`config.mk`:
```
export PLATFORM = sky130hd
export DESIGN_NAME = evt_counter
export DESIGN_NICKNAME = d
export VERILOG_FILES = /design/src/rtl/evt_cnt_pkg.sv /design/src/rtl/evt_cnt_edge_detect.sv /design/src/rtl/evt_cnt_counter.sv /design/src/rtl/evt_cnt_flags.sv /design/src/rtl/evt_counter.sv
export SDC_FILE = /design/constraint.sdc
export NUM_CORES = 1
export LEC_CHECK = 0
export ABC_CLOCK_PERIOD_IN_PS = 5600
export BUFFER_PORTS_ARGS = -buffer_cell sky130_fd_sc_hd__buf_2
export CAP_MARGIN = 20
export CELL_PAD_IN_SITES_DETAIL_PLACEMENT = 1
export CELL_PAD_IN_SITES_GLOBAL_PLACEMENT = 1
export CORE_AREA = 3 3 84 86
export CTS_CLUSTER_SIZE = 8
export DETAILED_ROUTE_END_ITERATION = 12
export DIE_AREA = 0 0 87 89
export PLACE_DENSITY = 0.82
export SLEW_MARGIN = 20
export SYNTH_ARGS = -nofsm -noshare
export SYNTH_HDL_FRONTEND = slang
export SYNTH_SLANG_ARGS = --single-unit
```
`constraint.sdc`:
```
create_clock -name clk -period 5.6 [get_ports clk]
set_clock_uncertainty 0.2 [all_clocks]
set_input_delay 0.28 -clock clk [delete_from_list [all_inputs] [get_ports clk]]
set_output_delay 0.28 -clock clk [all_outputs]
set_load 0.005 [all_outputs]
```
`src/rtl/evt_cnt_pkg.sv`:
```
// Package: shared encodings for the edge counter.
// Assumes: the edge select port carries these codes directly.
package evt_cnt_pkg;
    typedef enum logic [1:0] {
        EDGE_NONE = 2'b00,
        EDGE_RISE = 2'b01,
        EDGE_FALL = 2'b10,
        EDGE_ANY  = 2'b11
    } edge_sel_e;
endpackage

```
`src/rtl/evt_cnt_edge_detect.sv`:
```
// Module: synchronizes the raw input through SYNC flops and
// produces a one-cycle step pulse for each transition that the select
// enables. Assumes the input is low (or settled) when reset is released.
module evt_cnt_edge_detect
    import evt_cnt_pkg::*;
#(
    parameter int SYNC = 2
) (
    input  logic       clk,
    input  logic       rst_n,
    input  logic       pin_i,
    input  logic [1:0] sel_i,
    output logic       step_o
);
    localparam int CHAIN = SYNC + 1;

    logic [CHAIN-1:0] chain_q;
    logic             now_lvl;
    logic             old_lvl;

    // Shift the raw input through the synchronizer and history flop.
    always_ff @(posedge clk) begin
        if (!rst_n) chain_q <= '0;
        else        chain_q <= {chain_q[CHAIN-2:0], pin_i};
    end

    assign now_lvl = chain_q[SYNC-1];
    assign old_lvl = chain_q[SYNC];

    // Decode the selected transition type into a step pulse.
    always_comb begin
        unique case (edge_sel_e'(sel_i))
            EDGE_RISE: step_o = now_lvl & ~old_lvl;
            EDGE_FALL: step_o = ~now_lvl & old_lvl;
            EDGE_ANY:  step_o = now_lvl ^ old_lvl;
            default:   step_o = 1'b0;
        endcase
    end
endmodule

```
`src/rtl/evt_cnt_counter.sv`:
```
// Module: count register that advances on a step pulse and loads the
// reload value instead of wrapping. Exposes the value it will take on a
// step so the flag logic can compare in the same cycle.
module evt_cnt_counter #(
    parameter int W = 16
) (
    input  logic         clk,
    input  logic         rst_n,
    input  logic         step_i,
    input  logic [W-1:0] reload_i,
    output logic [W-1:0] count_o,
    output logic [W-1:0] next_o,
    output logic         wrap_o
);
    localparam logic [W-1:0] TOP = {W{1'b1}};

    logic [W-1:0] count_q;

    // Overflow happens only on a step taken from the top value.
    assign wrap_o  = step_i && (count_q == TOP);
    assign next_o  = (count_q == TOP) ? reload_i : count_q + 1'b1;
    assign count_o = count_q;

    // Advance or reload the count on each step.
    always_ff @(posedge clk) begin
        if (!rst_n)      count_q <= '0;
        else if (step_i) count_q <= next_o;
    end
endmodule

```
`src/rtl/evt_cnt_flags.sv`:
```
// Module: sticky overflow and compare flags plus interrupt request.
// Assumes the clear inputs are one-cycle pulses; a set wins over a clear.
module evt_cnt_flags #(
    parameter int W = 16
) (
    input  logic         clk,
    input  logic         rst_n,
    input  logic         step_i,
    input  logic         wrap_i,
    input  logic [W-1:0] next_i,
    input  logic [W-1:0] cmp_i,
    input  logic [W-1:0] reload_i,
    input  logic         clr_ovf_i,
    input  logic         clr_cmp_i,
    input  logic         ie_i,
    output logic         ovf_o,
    output logic         cmp_o,
    output logic         irq_o
);
    logic in_range;
    logic hit;
    logic ovf_q;
    logic cmp_q;

    // A compare below the reload value is outside the counting range.
    assign in_range = (cmp_i >= reload_i);
    assign hit      = step_i && in_range && (next_i == cmp_i);

    // Overflow flag: set on wrap, else clear on pulse, else hold.
    always_ff @(posedge clk) begin
        if (!rst_n)         ovf_q <= 1'b0;
        else if (wrap_i)    ovf_q <= 1'b1;
        else if (clr_ovf_i) ovf_q <= 1'b0;
    end

    // Compare flag: set on hit, else clear on pulse, else hold.
    always_ff @(posedge clk) begin
        if (!rst_n)         cmp_q <= 1'b0;
        else if (hit)       cmp_q <= 1'b1;
        else if (clr_cmp_i) cmp_q <= 1'b0;
    end

    assign ovf_o = ovf_q;
    assign cmp_o = cmp_q;
    assign irq_o = ie_i & (ovf_q | cmp_q);
endmodule

```
`src/rtl/evt_counter.sv`:
```
// Module: top of the edge counter. Joins synchronizer/edge detect,
// count register and flag logic. Assumes one system clock domain.
module evt_counter #(
    parameter int W    = 16,
    parameter int SYNC = 2
) (
    input  logic         clk,
    input  logic         rst_n,
    input  logic         ext_in,
    input  logic [1:0]   edge_sel,
    input  logic [W-1:0] reload_val,
    input  logic [W-1:0] compare_val,
    input  logic         irq_en,
    input  logic         clr_ovf,
    input  logic         clr_cmp,
    output logic [W-1:0] count_o,
    output logic         ovf_flag,
    output logic         cmp_flag,
    output logic         irq
);
    logic         step;
    logic         wrap;
    logic [W-1:0] next_val;

    evt_cnt_edge_detect #(.SYNC(SYNC)) u_edge (
        .clk    (clk),
        .rst_n  (rst_n),
        .pin_i  (ext_in),
        .sel_i  (edge_sel),
        .step_o (step)
    );

    evt_cnt_counter #(.W(W)) u_cnt (
        .clk      (clk),
        .rst_n    (rst_n),
        .step_i   (step),
        .reload_i (reload_val),
        .count_o  (count_o),
        .next_o   (next_val),
        .wrap_o   (wrap)
    );

    evt_cnt_flags #(.W(W)) u_flags (
        .clk       (clk),
        .rst_n     (rst_n),
        .step_i    (step),
        .wrap_i    (wrap),
        .next_i    (next_val),
        .cmp_i     (compare_val),
        .reload_i  (reload_val),
        .clr_ovf_i (clr_ovf),
        .clr_cmp_i (clr_cmp),
        .ie_i      (irq_en),
        .ovf_o     (ovf_flag),
        .cmp_o     (cmp_flag),
        .irq_o     (irq)
    );
endmodule

```
**Yosys cells after proc, flatten, opt, wreduce, memory -nomap -nowiden**

Index checks and enable logic that the tools add are counted.

- Register bits: 21
- Output and inout bits: 19
- Word-level logic and storage cells: 29

- $add $sub $neg: 1
- Magnitude comparators: 1
- Eq/ne operators: 5
- Multiplexer cells: 6
- Bitwise logic cells: 7
- Reduce and logical (&&, ||, !) cells: 5

Operator list:

| kind | number |
|---|---|
| $add 16x1->16 const B | 1 |
| $eq 16x16->1 | 1 |
| $eq 16x16->1 const B | 1 |
| $ge 16x16->1 | 1 |
| $mux 16 | 1 |
| $eq 2x2->1 const B | 2 |
| $mux 1 | 4 |
| $reduce_bool 2->1 | 2 |
| $and 1x1->1 | 3 |
| $logic_and 1x1->1 | 3 |
| $pmux 1 s3 | 1 |
| $eq 2x1->1 const B | 1 |
| $not 1->1 | 2 |
| $or 1x1->1 | 1 |
| $xor 1x1->1 | 1 |

**Longest topological paths before layout**

- Depth after elaboration: 6
- Mapped depth: 11

**Cells and area by module**

From an unflattened synthesis, not the netlist that was laid out.

- Cell total of the unflattened synthesis: 256
- Area total of the unflattened synthesis: 2038.2 µm²

By module, submodules not included:

| module | instances | cells an instance | area each (µm²) | seq. area each (µm²) |
|---|---|---|---|---|
| evt_cnt_counter | 1 | 158 | 1229.9 | 320.3 |
| evt_cnt_flags | 1 | 83 | 670.6 | 40.0 |
| evt_cnt_edge_detect | 1 | 15 | 137.6 | 60.1 |

**Worst setup path after synthesis**

OpenSTA, ideal clock, no wires.

- Path type: reg2reg
- Start point: reg u_cnt.count_q[1] (netlist: u_cnt.count_o[1])
- End point: reg u_flags.cmp_q (netlist: u_flags.cmp_o)
- Library setup time: 0.069 ns
- Data arrival time: 2.308 ns
- Setup slack: 3.023 ns
- Stages on the path, launching flop included: 10
- Buffers on the path: 1
- Path through: dfxtp_1 > ha_1 > nand3_1 > or4_1 > buf_2 > or3_1 > a31oi_1 > and4b_1 > nand4_1 > o21ai_1

- Cells in the longest elaborated chain, start to end: 5
- Elaborated cells on any way between the ends: 7

Ends and longest elaborated chain:

| item | line | source |
|---|---|---|
| from (decl) | evt_cnt_counter.sv:17 | `logic [W-1:0] count_q;` |
| from (signal assigned) | evt_cnt_counter.sv:27 | `else if (step_i) count_q <= next_o;` |
| $add 16x1->16 / $eq 16x16->1 (equally long branches) | evt_cnt_counter.sv:21 | `assign next_o = (count_q == TOP) ? reload_i : count_q + 1'b1;` |
| $mux 16 (*) | evt_cnt_counter.sv:21 |  |
| $eq 16x16->1 (*) | evt_cnt_flags.sv:27 | `assign hit = step_i && in_range && (next_i == cmp_i);` |
| $logic_and 1x1->1 (*) | evt_cnt_flags.sv:27 |  |
| $mux 1 / $reduce_bool 2->1 (equally long branches) | n/a |  |
| to (signal assigned) | evt_cnt_flags.sv:38 | `if (!rst_n) cmp_q <= 1'b0;` |
| to (signal assigned) | evt_cnt_flags.sv:39 | `else if (hit) cmp_q <= 1'b1;` |
| to (signal assigned) | evt_cnt_flags.sv:40 | `else if (clr_cmp_i) cmp_q <= 1'b0;` |
| to (decl) | evt_cnt_flags.sv:23 | `logic cmp_q;` |

Every way passes the cells marked *; elsewhere a longest branch is shown, timed or not.
A chain may end at the register's enable or synchronous reset.

**Worst setup path after layout**

- Start point: reg u_cnt.count_q[0] (netlist: u_cnt.count_o[0])
- End point: reg u_flags.cmp_q (netlist: u_flags.cmp_o)

The elaborated chain is that of the path after synthesis.

==> flow_summary.toml <==
[min_path]
hold_path_class = "in -> reg"
hold_end = "u_edge.chain_q[0]"
whs_path_depth = 2
min_from = "ext_in"

[clock_network]
cts_tree = "built"
clk_latency_ns = 0.26
cts.hold.buffers_added = 0
clock_path_buffers = 2
cts_max_level = 1
cts-root-buf = "clkbuf_8"
clock-sinks = 21
path_clk_slew_ns = 0.09
ctsResizeCount = 0
post_cts_buffers = 0
cts_made_buffers = 3

[global_routing]
first_global_vias = 2212
grt_max_degree = 20
grt_usage = 0.181
grt_pass1_wl_um = 11200
antenna_found_initial = 0
grt_overflow = 0

[power_and_ir_drop]
p_per_area_nw_per_um2 = 139
ir_worst_vdd_uv = 109
p_seq_frac = 0.457
comb_power_share = 0.223
p_int_mw = 0.234
p_sw_frac = 0.305
power.total_mw = 0.337
clockPowerShare = 0.320
power.switching_mw = 0.103
leakage_nw = 1.12

[floorplanning]
die_w_um = 87
rows = 29
top_level_ports = 59
die_area_um2 = 7740
initial_core_util = 0.320
die_height_um = 89
core_area_um2 = 6350

[sta]
max_freq_ghz = 0.312
fin_crit_sh = 0.573
setup_violations = 0
min_period_ns = 3.21
tns_ns = 0
rsz0062_at_grt = "no"
slew_viol_final = 0
finalHoldViolCount = 0
worstMarginPinSlew_ns = 0.537
slew_headroom = 0.640

[critical_path]
timing.rr.start = "u_cnt.count_o[0]"
worstSetupPathType = "reg -> reg"
r2r_cells = 8
critPathLaunchType = "register"
critPathMaxFanout = 14
crit_path_end_kind = "register"
r2r_slack_ns = 2.39
reg2reg_to = "u_flags.cmp_o"
cp.arrival_ns = 3.22
crit_required_ns = 5.61

[synth]
ys_warn_count = 0
synth_top_area_frac = 0.207
ys_seq_area_frac = 0.207
synth_nets = 337
synthFlopType = "dfxtp_1"
syn_area_um2 = 2030
yosys_register_bits = 21
synth_cell_type_count = 48
synth_area_leaders = "dfxtp_1, ha_1, a21oi_1"
synth_top_area_cell = "dfxtp_1"
synth_cells = 278
syn_avg_cell_area_um2 = 7.31
ys_async_sr_fraction = 0
synth-edff-count = 0

[cells_and_area]
multi_input_area_um2 = 1470
fillers = 799
drive_above_1_share = 0.216
antenna_cells = 0
finish.utilization = 0.382
regArea_um2 = 420
num-nets-final = 389
syn2layout_area_growth_pct = 19.3

[placement]
dp_hpwl_um = 5650
gp_congestion = 0.886
port_buffers = 58

[flow_run]
drv_cap = 0

[route]
drtIter0Drc = 144
vias_per_cell = 5.47
wl_um = 6890
firstDrtPassIters = 4
vias = 2221
drc = 0
ant_nets = 0
wl_per_cell_um = 17.0

[outcome]
status = "finished clean"
-- how the worst max path moves through the flow --
| stage | startpoint | endpoint | slack, ns | cells past startpoint |
|---|---|---|---|---|
| after floorplan | u_cnt.count_o[1] | u_flags.cmp_o | 3.02 | 9 |
| after global placement | u_cnt.count_o[0] | u_flags.cmp_o | 2.59 | 9 |
| after detailed placement | u_cnt.count_o[0] | u_flags.cmp_o | 2.47 | 8 |
| after CTS | u_cnt.count_o[0] | u_flags.cmp_o | 2.43 | 8 |
| after global routing | u_cnt.count_o[0] | u_flags.cmp_o | 2.16 | 8 |
| final | u_cnt.count_o[0] | u_flags.cmp_o | 2.39 | 8 |
-- synthesized netlist by cell type (3+ instances only) --
cell type	count
nand2_1	29
a21oi_1	22
inv_1	22
nor2_1	22
dfxtp_1	21
ha_1	19
nand3_1	14
o21ai_0	14
xnor2_1	12
xor2_1	11
nand4_1	8
a211oi_1	6
buf_2	6
nor3_1	6
clkbuf_1	5
mux2i_1	5
a21o_1	4
and3_1	4
nor2b_1	4
a22oi_1	3
a31oi_1	3
nand2b_1	3
o22ai_1	3
-- worst max-delay path, cell delays in order, from the launching register on --
cell	delay, ns
dfxtp_1	0.52
ha_1	0.35
nand3_1	0.24
or4_1	0.83
or3_1	0.40
a31oi_1	0.18
and4b_1	0.20
nand4_1	0.10
o21ai_1	0.12
-- sequential cells by signal (all words and copies together), names as in the netlist --
signal,count
u_flags.cmp_o,1
u_edge.chain_q,3
u_cnt.count_o,16
u_flags.ovf_o,1
-- through the flow --
step	setup slack, ns	hold slack, ns	std cells	area, µm²
2_1_floorplan	3.02	0.202	278	2030
3_3_place_gp	2.59	0.224	402	2380
3_5_place_dp	2.47	0.230	402	2380
4_1_cts	2.43	0.0259	406	2420
5_1_grt	2.16	0.0503	406	2420
6_report	2.39	0.0239	406	2420
-- power groups by stage --
stage / Combinational, mW / Clock (mW) / Sequential, mW
floorplan: 0.0397 / 0 / 0.157
global placement: 0.0731 / 0 / 0.157
detailed placement: 0.0757 / 0 / 0.158
CTS: 0.0761 / 0.109 / 0.154
global route: 0.0857 / 0.114 / 0.155
finish: 0.0752 / 0.108 / 0.154
-- cell usage in the layout, fill, tap and decap left out, types with 4 or more instances in the layout --
| master | netlist | final |
|---|---|---|
| a211oi_1 | 6 | 6 |
| a21o_1 | 4 | 4 |
| a21oi_1 | 22 | 22 |
| and3_1 | 4 | 4 |
| buf_2 | 6 | 58 |
| dfxtp_1 | 21 | 21 |
| ha_1 | 19 | 19 |
| inv_1 | 22 | 22 |
| mux2i_1 | 5 | 5 |
| nand2_1 | 29 | 29 |
| nand3_1 | 14 | 14 |
| nand4_1 | 8 | 8 |
| nor2_1 | 22 | 22 |
| nor2b_1 | 4 | 4 |
| nor3_1 | 6 | 6 |
| o21ai_0 | 14 | 14 |
| xnor2_1 | 12 | 12 |
| xor2_1 | 11 | 11 |
-- cell type report --
| class | count | share of cell area |
|---|---|---|
| timing repair buffer | 60 | 0.126 |
| clock buffer | 3 | 0.0170 |
| clock inverter | 1 | 0.00206 |
| sequential | 21 | 0.173 |
| tap | 77 | 0.0397 |
| inverter | 23 | 0.0356 |
| multi-input combinational | 221 | 0.606 |
-- cells by family (layout without fill, tap and decap cells) --
kind of cell	Yosys count	count (layout)	synth area share
flops	21	21	0.207
xor+xnor	23	23	0.0991
buf+inv	36	87	0.0745
compound gates	69	69	0.212
simple gates	105	105	0.266
mux	5	5	0.0246
fa+ha+maj	19	19	0.117
-- per-layer routing --
| metal | GRT usage | wire length (µm) | vias up |
|---|---|---|---|
| li1 | - | - | 1091 |
| met1 | 0.227 | 3070 | 1068 |
| met2 | 0.329 | 3380 | 54 |
| met3 | 0.0286 | 336 | 8 |
| met4 | 0.0340 | 111 | 0 |
| met5 | 0 | 0 | - |
Note: power is estimated with default switching activity, not from simulation.
